`src/rtl/ecc_log_pkg.sv`:
```
package ecc_log_pkg;
   localparam int REG_AW = 4;

   typedef enum logic [REG_AW-1:0] {
      RG_CTRL   = 4'd0,
      RG_THRESH = 4'd1,
      RG_COUNT  = 4'd2,
      RG_SADDR  = 4'd3,
      RG_UADDR  = 4'd4,
      RG_DIAG   = 4'd5,
      RG_STATUS = 4'd6,
      RG_IFLAG  = 4'd7,
      RG_ICLR   = 4'd8
   } reg_sel_e;

   // diagnostic field positions
   localparam int DG_CHK_BIT = 8;
   localparam int DG_UP_BIT  = 9;
   // status bit positions
   localparam int ST_FIX0 = 0;
   localparam int ST_FIX1 = 1;
   localparam int ST_UNC  = 2;
   localparam int ST_WIPE = 3;
   // interrupt channels
   localparam int IRQ_N   = 2;
   localparam int IRQ_SGL = 0;
   localparam int IRQ_UNC = 1;
endpackage

```
`src/rtl/ecc_log_counter.sv`:
```
module ecc_log_counter #(
   parameter int CNT_W = 16
)(
   input  logic             clk,
   input  logic             rst_n,
   input  logic             hit,
   input  logic             zero,
   input  logic [CNT_W-1:0] limit,
   output logic [CNT_W-1:0] count,
   output logic             reached
);
   localparam logic [CNT_W-1:0] ONE = CNT_W'(1);

   assign reached = (count >= limit);

   always_ff @(posedge clk or negedge rst_n) begin
      if (!rst_n)              count <= '0;
      else if (zero)           count <= '0;
      else if (hit && !reached) count <= count + ONE;
   end
endmodule

```
`src/rtl/ecc_log_sticky.sv`:
```
module ecc_log_sticky (
   input  logic clk,
   input  logic rst_n,
   input  logic set,
   input  logic clr,
   output logic flag,
   output logic pulse
);
   always_ff @(posedge clk or negedge rst_n) begin
      if (!rst_n) begin
         flag  <= 1'b0;
         pulse <= 1'b0;
      end else begin
         flag  <= set | (flag & ~clr);
         pulse <= set & ~flag;
      end
   end
endmodule

```
`src/rtl/ecc_log_capture.sv`:
```
module ecc_log_capture #(
   parameter int W = 32
)(
   input  logic         clk,
   input  logic         rst_n,
   input  logic         load,
   input  logic         wipe,
   input  logic [W-1:0] din,
   output logic [W-1:0] q
);
   always_ff @(posedge clk or negedge rst_n) begin
      if (!rst_n)    q <= '0;
      else if (load) q <= din;
      else if (wipe) q <= '0;
   end
endmodule

```
`src/rtl/ecc_err_logger.sv`:
```
module ecc_err_logger import ecc_log_pkg::*; #(
   parameter int ADDR_W = 32,
   parameter int CNT_W  = 16,
   parameter int POS_W  = 7,
   parameter int DATA_W = 32
)(
   input  logic              clk,
   input  logic              rst_n,
   input  logic              evt_single,
   input  logic              evt_unc,
   input  logic [ADDR_W-1:0] evt_addr,
   input  logic [POS_W-1:0]  evt_bit_pos,
   input  logic              evt_in_check,
   input  logic              evt_upper,
   input  logic              evt_fix_one,
   input  logic              reg_wr,
   input  logic [REG_AW-1:0] reg_addr,
   input  logic [DATA_W-1:0] reg_wdata,
   output logic [DATA_W-1:0] reg_rdata,
   output logic              irq_single,
   output logic              irq_unc
);
   localparam int DIAG_W = POS_W + 2;

   if (ADDR_W > DATA_W) begin : g_chk_addr
      $error("ADDR_W must not exceed DATA_W");
   end
   if (CNT_W > DATA_W) begin : g_chk_cnt
      $error("CNT_W must not exceed DATA_W");
   end
   if (POS_W > DG_CHK_BIT || POS_W < 1) begin : g_chk_pos
      $error("POS_W must lie in 1..8");
   end

   logic             en_q;
   logic [CNT_W-1:0] thr_q;
   logic [CNT_W-1:0] cnt_q;
   logic             at_lim;
   logic [2:0]       st_q;
   logic [2:0]       st_set;
   logic [2:0]       st_clr;
   logic             hit_s, hit_u;
   logic             wr_ctrl, wr_thr, wr_cnt, wr_stat, wr_iclr, wipe;
   logic [ADDR_W-1:0] saddr_q, uaddr_q;
   logic [DIAG_W-1:0] diag_q;
   logic [IRQ_N-1:0]  irq_set, irq_clr, irq_flag, irq_pls;

   assign hit_s = en_q & evt_single;
   assign hit_u = en_q & evt_unc;

   assign wr_ctrl = reg_wr && (reg_addr == RG_CTRL);
   assign wr_thr  = reg_wr && (reg_addr == RG_THRESH);
   assign wr_cnt  = reg_wr && (reg_addr == RG_COUNT);
   assign wr_stat = reg_wr && (reg_addr == RG_STATUS);
   assign wr_iclr = reg_wr && (reg_addr == RG_ICLR);
   assign wipe    = wr_stat & reg_wdata[ST_WIPE];

   always_ff @(posedge clk or negedge rst_n) begin
      if (!rst_n) begin
         en_q  <= 1'b1;
         thr_q <= '0;
      end else begin
         if (wr_ctrl) en_q  <= reg_wdata[0];
         if (wr_thr)  thr_q <= reg_wdata[CNT_W-1:0];
      end
   end

   ecc_log_counter #(.CNT_W(CNT_W)) u_cnt (
      .clk(clk), .rst_n(rst_n), .hit(hit_s), .zero(wr_cnt),
      .limit(thr_q), .count(cnt_q), .reached(at_lim)
   );

   // status bits: new event outranks a clear in the same cycle
   assign st_set[ST_FIX0] = hit_s & ~evt_fix_one;
   assign st_set[ST_FIX1] = hit_s &  evt_fix_one;
   assign st_set[ST_UNC]  = hit_u;
   assign st_clr          = {3{wr_stat}} & reg_wdata[2:0];

   always_ff @(posedge clk or negedge rst_n) begin
      if (!rst_n) st_q <= '0;
      else        st_q <= st_set | (st_q & ~st_clr);
   end

   ecc_log_capture #(.W(ADDR_W)) u_saddr (
      .clk(clk), .rst_n(rst_n), .load(hit_s), .wipe(wipe),
      .din(evt_addr), .q(saddr_q)
   );
   ecc_log_capture #(.W(ADDR_W)) u_uaddr (
      .clk(clk), .rst_n(rst_n), .load(hit_u), .wipe(wipe),
      .din(evt_addr), .q(uaddr_q)
   );
   ecc_log_capture #(.W(DIAG_W)) u_diag (
      .clk(clk), .rst_n(rst_n), .load(hit_s), .wipe(wipe),
      .din({evt_upper, evt_in_check, evt_bit_pos}), .q(diag_q)
   );

   assign irq_set[IRQ_SGL] = hit_s & at_lim;
   assign irq_set[IRQ_UNC] = hit_u;
   assign irq_clr          = {IRQ_N{wr_iclr}} & reg_wdata[IRQ_N-1:0];

   for (genvar g = 0; g < IRQ_N; g++) begin : g_irq
      ecc_log_sticky u_stk (
         .clk(clk), .rst_n(rst_n), .set(irq_set[g]), .clr(irq_clr[g]),
         .flag(irq_flag[g]), .pulse(irq_pls[g])
      );
   end

   assign irq_single = irq_pls[IRQ_SGL];
   assign irq_unc    = irq_pls[IRQ_UNC];

   always_comb begin
      reg_rdata = '0;
      case (reg_addr)
         RG_CTRL:   reg_rdata[0] = en_q;
         RG_THRESH: reg_rdata = DATA_W'(thr_q);
         RG_COUNT:  reg_rdata = DATA_W'(cnt_q);
         RG_SADDR:  reg_rdata = DATA_W'(saddr_q);
         RG_UADDR:  reg_rdata = DATA_W'(uaddr_q);
         RG_DIAG: begin
            reg_rdata[POS_W-1:0]  = diag_q[POS_W-1:0];
            reg_rdata[DG_CHK_BIT] = diag_q[POS_W];
            reg_rdata[DG_UP_BIT]  = diag_q[POS_W+1];
         end
         RG_STATUS: reg_rdata[2:0] = st_q;
         RG_IFLAG:  reg_rdata[IRQ_N-1:0] = irq_flag;
         default:   reg_rdata = '0;
      endcase
   end
endmodule

```
`config.mk`:
```
export PLATFORM = sky130hd
export DESIGN_NAME = ecc_err_logger
export DESIGN_NICKNAME = d
export VERILOG_FILES = /design/src/rtl/ecc_log_pkg.sv /design/src/rtl/ecc_log_counter.sv /design/src/rtl/ecc_log_sticky.sv /design/src/rtl/ecc_log_capture.sv /design/src/rtl/ecc_err_logger.sv
export SDC_FILE = /design/constraint.sdc
export NUM_CORES = 1
export LEC_CHECK = 0
export BUFFER_PORTS_ARGS = -buffer_cell sky130_fd_sc_hd__buf_2
export CELL_PAD_IN_SITES_DETAIL_PLACEMENT = 1
export CELL_PAD_IN_SITES_GLOBAL_PLACEMENT = 1
export CORE_MARGIN = 3
export CORE_UTILIZATION = 35
export CTS_CLUSTER_SIZE = 20
export DETAILED_ROUTE_END_ITERATION = 16
export PLACE_DENSITY_LB_ADDON = 0.3
export SLEW_MARGIN = 20
export SYNTH_ARGS = -nofsm -noshare
export SYNTH_HDL_FRONTEND = slang
export SYNTH_HIERARCHICAL = 1
export SYNTH_SLANG_ARGS = --single-unit
```
`constraint.sdc`:
```
create_clock -name clk -period 3.1 [get_ports clk]
set_input_delay 0.62 -clock clk [delete_from_list [all_inputs] [get_ports clk]]
set_output_delay 0.62 -clock clk [all_outputs]
set_load 0.02 [all_outputs]
```
After elaboration in Yosys (flattened, before gate mapping)
Index checks and enable logic that the tools add are counted.

word-level totals
  register bits = 113
  input bits = 83
  output and inout port bits = 34
  logic and storage cells = 68

operators by class
  $add $sub $neg = 1
  order comparisons = 1
  eq/ne operators = 8
  mux-type cells = 14
  bitwise gates (word level) = 22
  reductions and logical operators = 11

operators by type and width
  cell                                                                    number
  32-bit 2-to-1 mux                                                       3
  22-bit case mux with 4 select lines                                     1
  16-bit 2-to-1 mux                                                       2
  4-bit case mux with 5 select lines                                      1
  9-bit 2-to-1 mux                                                        2
  16-bit by 1-bit adder with 16-bit output (second input constant)        1
  4-bit by 3-bit equality test with 1-bit output (second input constant)  4
  16-bit >= comparator                                                    1
  1-bit AND                                                               10
  2-bit case mux with 5 select lines                                      1
  4-bit by 2-bit equality test with 1-bit output (second input constant)  2
  1-bit case mux with 8 select lines                                      1
  1-bit case mux with 7 select lines                                      1
  3-bit AND                                                               2
  1-bit logical AND                                                       6
  1-bit case mux with 6 select lines                                      1
  2-bit nonzero test                                                      3
  1-bit NOT                                                               5
  4-bit by 1-bit equality test with 1-bit output (second input constant)  1
  4-bit equality test (second input constant)                             1
  4-bit logical NOT                                                       1
  1-bit case mux with 4 select lines                                      1
  3-bit NOT                                                               1
  3-bit bitwise OR                                                        1
  3 further kinds                                                         4

Depth between registers and ports, before layout
Gate-level depths: netlist of the first run.

  depth in word-level cells = 6
  depth in mapped cells = 9
  mapped depth without buffers = 9

By module
The synthesis of the first run kept the hierarchy.

modules (own cells, without submodules)
  module                         times used  cells an instance  area an instance (um^2)
  ecc_log_capture (u_saddr ...)  2           72                 1173.6
  ecc_err_logger                 1           171                1707.9
  ecc_log_counter                1           149                1268.7
  ecc_log_capture (u_diag)       1           20                 336.6
  ecc_log_sticky                 2           5                  67.6

Worst setup path before layout of the first run
Ideal clock, no wire load.

  kind = in2out
  start point = input port reg_addr[2]
  end point = output port reg_rdata[10]
  data arrival time = 1.754 ns
  path slack = 0.726 ns
  stages on the path = 4
  buffers on the path = 2
  path through = buf_4 > clkbuf_1 > or2_0 > o21ai_0

on the way
  word-level cells in the longest chain between the ends = 2

ends and longest elaborated chain
  item                                                                          RTL line               text
  start, declared                                                               ecc_err_logger.sv:17   input logic [REG_AW-1:0] reg_addr,
  4-bit by 3-bit equality test with 1-bit output, or another cell as far along  ecc_err_logger.sv:113  case (reg_addr)
  22-bit case mux with 4 select lines *                                         ecc_err_logger.sv:113
  end, declared                                                                 ecc_err_logger.sv:19   output logic [DATA_W-1:0] reg_rdata,

Mark *: on every way between the ends. The rest lies on a longest branch, timed or not.

Worst setup path in the final report of the first run
  start point = input port reg_addr[3]
  end point = output port reg_rdata[21]

Same word-level chain as after synthesis.

==> flow_summary.json, run 1 <==
{
  "synthFlopType": "dfrtp_1",
  "fmax_mhz": 356.5,
  "rrSetupSlack_ns": 0.42,
  "hold_buffers": 0,
  "ir_drop_mv": 0.4196,
  "async_reset_ff_frac": 1.000,
  "die_w_um": 134.7,
  "setup.worst_path.class": "primary input to output pin",
  "rows": 46,
  "setup_violations": 0,
  "grt_start_max_net_pins": 56,
  "drt_iter0_drc": 304,
  "yosysUniqueCellTypes": 60,
  "worstSetupEndpointType": "output pin",
  "antenna_found_initial": 0,
  "die_h_um": 134.7,
  "synth_area_leaders": "dfrtp_1 (48%), a22o_1 (13%), ha_1 (3.7%), mux2_4 (2.6%), a22oi_1 (2.5%)",
  "worstPathArrival_ns": 2.18,
  "fin_total_pwr_mw": 5.280,
  "fin_nets": 697,
  "ant_nets": 0,
  "swShare": 0.3037,
  "leakagePower_nw": 3.411,
  "synth_top_cell_area_share": 0.4836,
  "clk_pin_slew_ns": 0.06,
  "syn_nets": 594,
  "cts_tree": "done",
  "hold_viol": 0,
  "max-clock-path-buffers": 2,
  "synth_seq_area_share": 0.4881,
  "required_ns": 2.48,
  "rsz0062_at_grt": "false",
  "p_int_mw": 3.676,
  "drc": 0,
  "final_core_util": 0.4391,
  "cts_sinks": 113,
  "numPlacedInstances": 794,
  "synth_top_area_cell": "dfrtp_1",
  "critPathMaxFanout": 16,
  "fin_worst_skew_ns": 0.005557,
  "grt_pass1_vias": 5073,
  "syn_area_per_cell_um2": 11.73,
  "reg2reg_to": "u_cnt/count[15]$_DFFE_PN0P_",
  "drv_cap": 0,
  "clkLatencyLatePin_ns": 0.42,
  "placed_area_um2": 6442,
  "firstDrtPassIters": 4,
  "dp_hpwl_um": 12220,
  "slew-limit-headroom": 0.6132,
  "reg2reg_from": "u_cnt/count[13]$_DFFE_PN0P_",
  "io-pin-count": 117,
  "design_area_um2": 7052,
  "port_buffers": 100,
  "synth_cells": 494,
  "post-cts-setup-buffer-count": 0,
  "grt_use_total": 0.1958,
  "wl_per_cell_um": 20.62,
  "route.vias.total": 4605,
  "period_minus_slack_ns": 2.805,
  "area_growth_pct": 21.68,
  "vias_per_cell": 5.575,
  "critPathLaunchType": "primary input",
  "tightest_slew_ns": 0.5767,
  "diodes": 0,
  "routed_wl_um": 17030,
  "core_um2": 16060,
  "dieArea_um2": 18140,
  "cts.root.buffer_cell": "clkbuf_16",
  "status": "finished, final reports clean",
  "drive_above_1_share": 0.3066,
  "maxSlewViolCount": 0,
  "power_frac_comb": 0.201,
  "synth_seq_cells": 113,
  "pwr-share-seq": 0.418,
  "yosysWarnings": 6,
  "cts_made_buffers": 17,
  "p_clk_frac": 0.380,
  "grt_pass1_wl_um": 27650,
  "hold_path.class": "primary input to asynchronous set/reset pin",
  "synth_edf_count": 0,
  "layoutNonFillerInstCount": 826,
  "cts_max_level": 4,
  "syn-cell-area_um2": 5796,
  "fin_setup_tns_ns": 0,
  "overflow": 0,
  "initial_core_util": 0.3609,
  "power_switching_mw": 1.603,
  "place.gp.congestion": 0.8342,
  "r2r_cells": 7,
  "min_period_over_period": 0.9048,
  "power.density_nw_per_um2": 748.7,
  "post_cts_resized": 0
}
registers in the layout, indices dropped and copies added (netlist names):
signal / count
en_q: 1
g_irq.u_stk/flag: 2
g_irq.u_stk/pulse: 2
st_q: 3
thr_q: 16
u_cnt/count: 16
u_diag/q: 9
u_saddr/q: 32
u_uaddr/q: 32
kinds of logic after synthesis:
group                      Yosys count  synth area share
AOI/OAI and AO/OA                  171            0.2327
xor gates and xnor gates             3          0.004535
adders and majority gates           17           0.03670
buffers and inverters               52           0.05721
DFF                                113            0.4881
muxes                               30           0.06239
and+or+nand+nor                    108            0.1183
metrics by stage:
step                hold WS, ns  worst slack [ns]
finish                  0.09417            0.2952
detailed placement       0.4804            0.3137
CTS                     0.08852            0.3145
global route            0.09518            0.1513
global placement         0.4673            0.3059
floorplan                0.3244            0.7255
per-layer routing:
layer	vias up	routed length [µm]	GRT usage
met5	-	0	0
met4	0	136	0.04638
met3	10	937	0.05924
met2	122	8306	0.3107
met1	2375	7651	0.2645
li1	2098	-	-
layout make-up:
cell class,instances,area [µm²]
Clock buffer,17,425.4
Timing Repair Buffer,115,628.1
Tap cell,216,270.3
Fill cell,1753,9006
Clock inverter,15,183.9
Sequential cell,113,2829
Inverter,21,78.83
Multi-Input combinational cell,329,2636
power by group through the flow:
stage,sequential (mW),clock (mW),combinational (mW)
CTS,2.21,2.05,1.07
finish,2.21,2.01,1.06
detailed placement,2.22,0,1.06
global route,2.27,2.14,1.18
floorplan,2.10,0,0.808
global placement,2.21,0,1.00
cells in the mapped netlist (all sizes together), types with 4 or more instances:
| cell | instances |
|---|---|
| inv | 21 |
| mux2i | 11 |
| mux2 | 19 |
| a22o | 91 |
| ha | 17 |
| nor3 | 5 |
| o221ai | 6 |
| or2 | 4 |
| and3 | 7 |
| nand3 | 12 |
| buf | 29 |
| a22oi | 19 |
| a31oi | 4 |
| and2 | 8 |
| nor2b | 9 |
| dfrtp | 112 |
| a21oi | 14 |
| or3 | 10 |
| nor2 | 14 |
| nand4 | 8 |
| nand2 | 21 |
| o21ai | 21 |
critical path, stage by stage:
cell    delay, ns
buf_2        0.18
nor2_4       0.22
and3_1       0.48
buf_4        0.32
a22o_1       0.18
buf_2        0.17
worst max path at each step:
| stage | start | endpoint | slack, ns | depth (start not counted) |
|---|---|---|---|---|
| 3_3_place_gp | reg_addr[3] | reg_rdata[31] | 0.31 | 6 |
| 2_1_floorplan | reg_addr[2] | reg_rdata[10] | 0.73 | 4 |
| 3_5_place_dp | reg_addr[3] | reg_rdata[21] | 0.31 | 6 |
| 6_report | reg_addr[3] | reg_rdata[21] | 0.30 | 6 |
| 5_1_grt | thr_q[13]$_DFFE_PN0P_ | u_cnt/count[15]$_DFFE_PN0P_ | 0.15 | 8 |
| 4_1_cts | reg_addr[3] | reg_rdata[21] | 0.31 | 6 |
cells in the final DEF, fill, tap and decap left out, types with 15 or more instances in the layout:
cell type,instances
dfrtp_1,112
buf_2,99
a22o_1,88
nand2_1,21
inv_1,20
o21ai_0,20
a22oi_1,19
clkbuf_16,17
ha_1,17
buf_4,15
Power figures use the tool's default switching activity.
==> inputs of run 2 (changes only) <==
- BUFFER_PORTS_ARGS: -buffer_cell sky130_fd_sc_hd__buf_2 -> default
- DONT_BUFFER_PORTS: default -> 1
- PLACE_DENSITY_LB_ADDON: 0.3 -> 0.1
==> flow_summary.json, run 2 (synthesis gave the netlist of run 1 again) <==
{
  "status": "finished, violations left",
  "violations": "hold timing",
  "setup.worst_path.class": "flip-flop to flip-flop",
  "clkLatencyLatePin_ns": 0.42,
  "min_period_over_period": 0.8658,
  "worstSetupEndpointType": "flip-flop",
  "setup_violations": 0,
  "top_regs": "u_saddr/q (32), u_uaddr/q (32)",
  "cts_tree": "done",
  "p_int_mw": 3.639,
  "cts_sinks": 113,
  "max-clock-path-buffers": 2,
  "power_switching_mw": 1.477,
  "grt_use_total": 0.1942,
  "leakagePower_nw": 2.964,
  "power_frac_comb": 0.183,
  "grt_start_max_net_pins": 114,
  "routed_wl_um": 17020,
  "drive_above_1_share": 0.1637,
  "wl_per_cell_um": 23.53,
  "grtUsageMet3": 0.07638,
  "cts.root.buffer_cell": "clkbuf_16",
  "period_minus_slack_ns": 2.684,
  "numPlacedInstances": 691,
  "reg2reg_from": "u_cnt/count[13]$_DFFE_PN0P_",
  "regArea_um2": 2829,
  "drv_cap": 0,
  "hold_viol": 112,
  "dp_hpwl_um": 11510,
  "cts_max_level": 4,
  "fin_nets": 594,
  "fin_setup_tns_ns": 0,
  "area_growth_pct": 12.26,
  "slew-limit-headroom": 0.4425,
  "critPathLaunchType": "flip-flop",
  "critPathMaxFanout": 6,
  "top_usage_layer": "met2",
  "final_cell_mix": "dfrtp_1 (112), a22o_1 (88), nand2_1 (21)",
  "post-cts-setup-buffer-count": 0,
  "tightest_slew_ns": 0.8292,
  "die_w_um": 134.7,
  "multiInputGateArea_um2": 2636,
  "power.density_nw_per_um2": 786.4,
  "r2r_cells": 9,
  "swShare": 0.2887,
  "met1_usage": 0.2535,
  "place.gp.congestion": 0.7440,
  "ant_nets": 0,
  "core_um2": 16060,
  "rsz0062_at_grt": "false",
  "clk_pin_slew_ns": 0.06,
  "grt_pass1_vias": 4533,
  "drc": 0,
  "hold_ws_ns": -0.09976,
  "cts_made_buffers": 17,
  "initial_core_util": 0.3609,
  "maxSlewViolCount": 0,
  "rrSetupSlack_ns": 0.42,
  "firstDrtPassIters": 4,
  "route.vias.total": 4206,
  "required_ns": 3.44,
  "rows": 46,
  "ir_drop_mv": 0.4269,
  "reg2reg_to": "u_cnt/count[3]$_DFFE_PN0P_",
  "drt_iter0_drc": 227,
  "worstPathArrival_ns": 3.02,
  "die_h_um": 134.7,
  "grt_use_met2": 0.3007,
  "diodes": 0,
  "io-pin-count": 117,
  "dieArea_um2": 18140,
  "fmax_mhz": 372.6,
  "layout_commonest_cell": "dfrtp_1",
  "grt_pass1_wl_um": 26770,
  "antenna_found_initial": 0,
  "hold_path.class": "primary input to asynchronous set/reset pin",
  "pwr-share-seq": 0.431,
  "fin_worst_skew_ns": 0.007682,
  "layoutNonFillerInstCount": 723,
  "overflow": 0,
  "nFillCells": 1678,
  "final_core_util": 0.4052,
  "p_clk_frac": 0.386,
  "vias_per_cell": 5.817,
  "port_buffers": 0
}
[run 2: final cells by class]
class | instances | share of cell area
clock buffer | 23 | 0.07654
clock inverter | 9 | 0.01596
inverter | 21 | 0.01212
multi-input combinational | 329 | 0.4052
sequential | 113 | 0.4348
tap | 216 | 0.04154
timing repair buffer | 12 | 0.01385
[run 2: critical path: stages (launching register included)]
cell      delay (ns)
dfrtp_1         0.43
ha_1            0.31
nand4_1         0.17
nor3_1          0.08
buf_4           0.16
a211oi_1        0.58
and3_1          0.31
inv_2           0.08
or3_1           0.34
a21oi_1         0.15
[run 2: power by group through the flow]
stage | sequential, mW | combinational, mW | clock, mW
finish | 2.21 | 0.934 | 1.98
global route | 2.26 | 1.03 | 2.09
CTS | 2.21 | 0.943 | 2.01
detailed placement | 2.23 | 0.924 | 0
global placement | 2.21 | 0.890 | 0
floorplan | 2.10 | 0.808 | 0
[run 2: how the worst max path moves through the flow]
stage | startpoint | end | slack (ns) | cells after the start
final | u_cnt/count[13]$_DFFE_PN0P_ | u_cnt/count[3]$_DFFE_PN0P_ | 0.42 | 9
after global routing | u_cnt/count[13]$_DFFE_PN0P_ | u_cnt/count[3]$_DFFE_PN0P_ | 0.30 | 9
after CTS | u_cnt/count[13]$_DFFE_PN0P_ | u_cnt/count[3]$_DFFE_PN0P_ | 0.41 | 9
after detailed placement | u_cnt/count[13]$_DFFE_PN0P_ | u_cnt/count[3]$_DFFE_PN0P_ | 0.42 | 9
after global placement | reg_addr[1] | reg_rdata[13] | 0.55 | 3
after floorplan | reg_addr[2] | reg_rdata[10] | 0.73 | 4
[run 2: through the flow]
| step | cell area [µm²] | worst slack, ns | total power, mW | hold WS, ns |
|---|---|---|---|---|
| 6_report | 6506 | 0.4160 | 5.117 | -0.09976 |
| 5_1_grt | 6506 | 0.3033 | 5.388 | -0.1303 |
| 4_1_cts | 6506 | 0.4083 | 5.166 | -0.1194 |
| 3_5_place_dp | 5904 | 0.4223 | 3.151 | 0.3315 |
| 3_3_place_gp | 5904 | 0.5511 | 3.099 | 0.3306 |
| 2_1_floorplan | 5796 | 0.7255 | 2.905 | 0.3244 |
[run 2: routing by layer]
layer | wire length [µm] | vias up
li1 | - | 1895
met1 | 7475 | 2168
met2 | 8039 | 118
met3 | 1273 | 25
met4 | 227 | 0
met5 | 0 | -
[run 2: timing repair]
action	CTS	global route
hold endpoints to repair	112	112
gates resized for setup	0	0
endpoints found under the setup margin	0	0
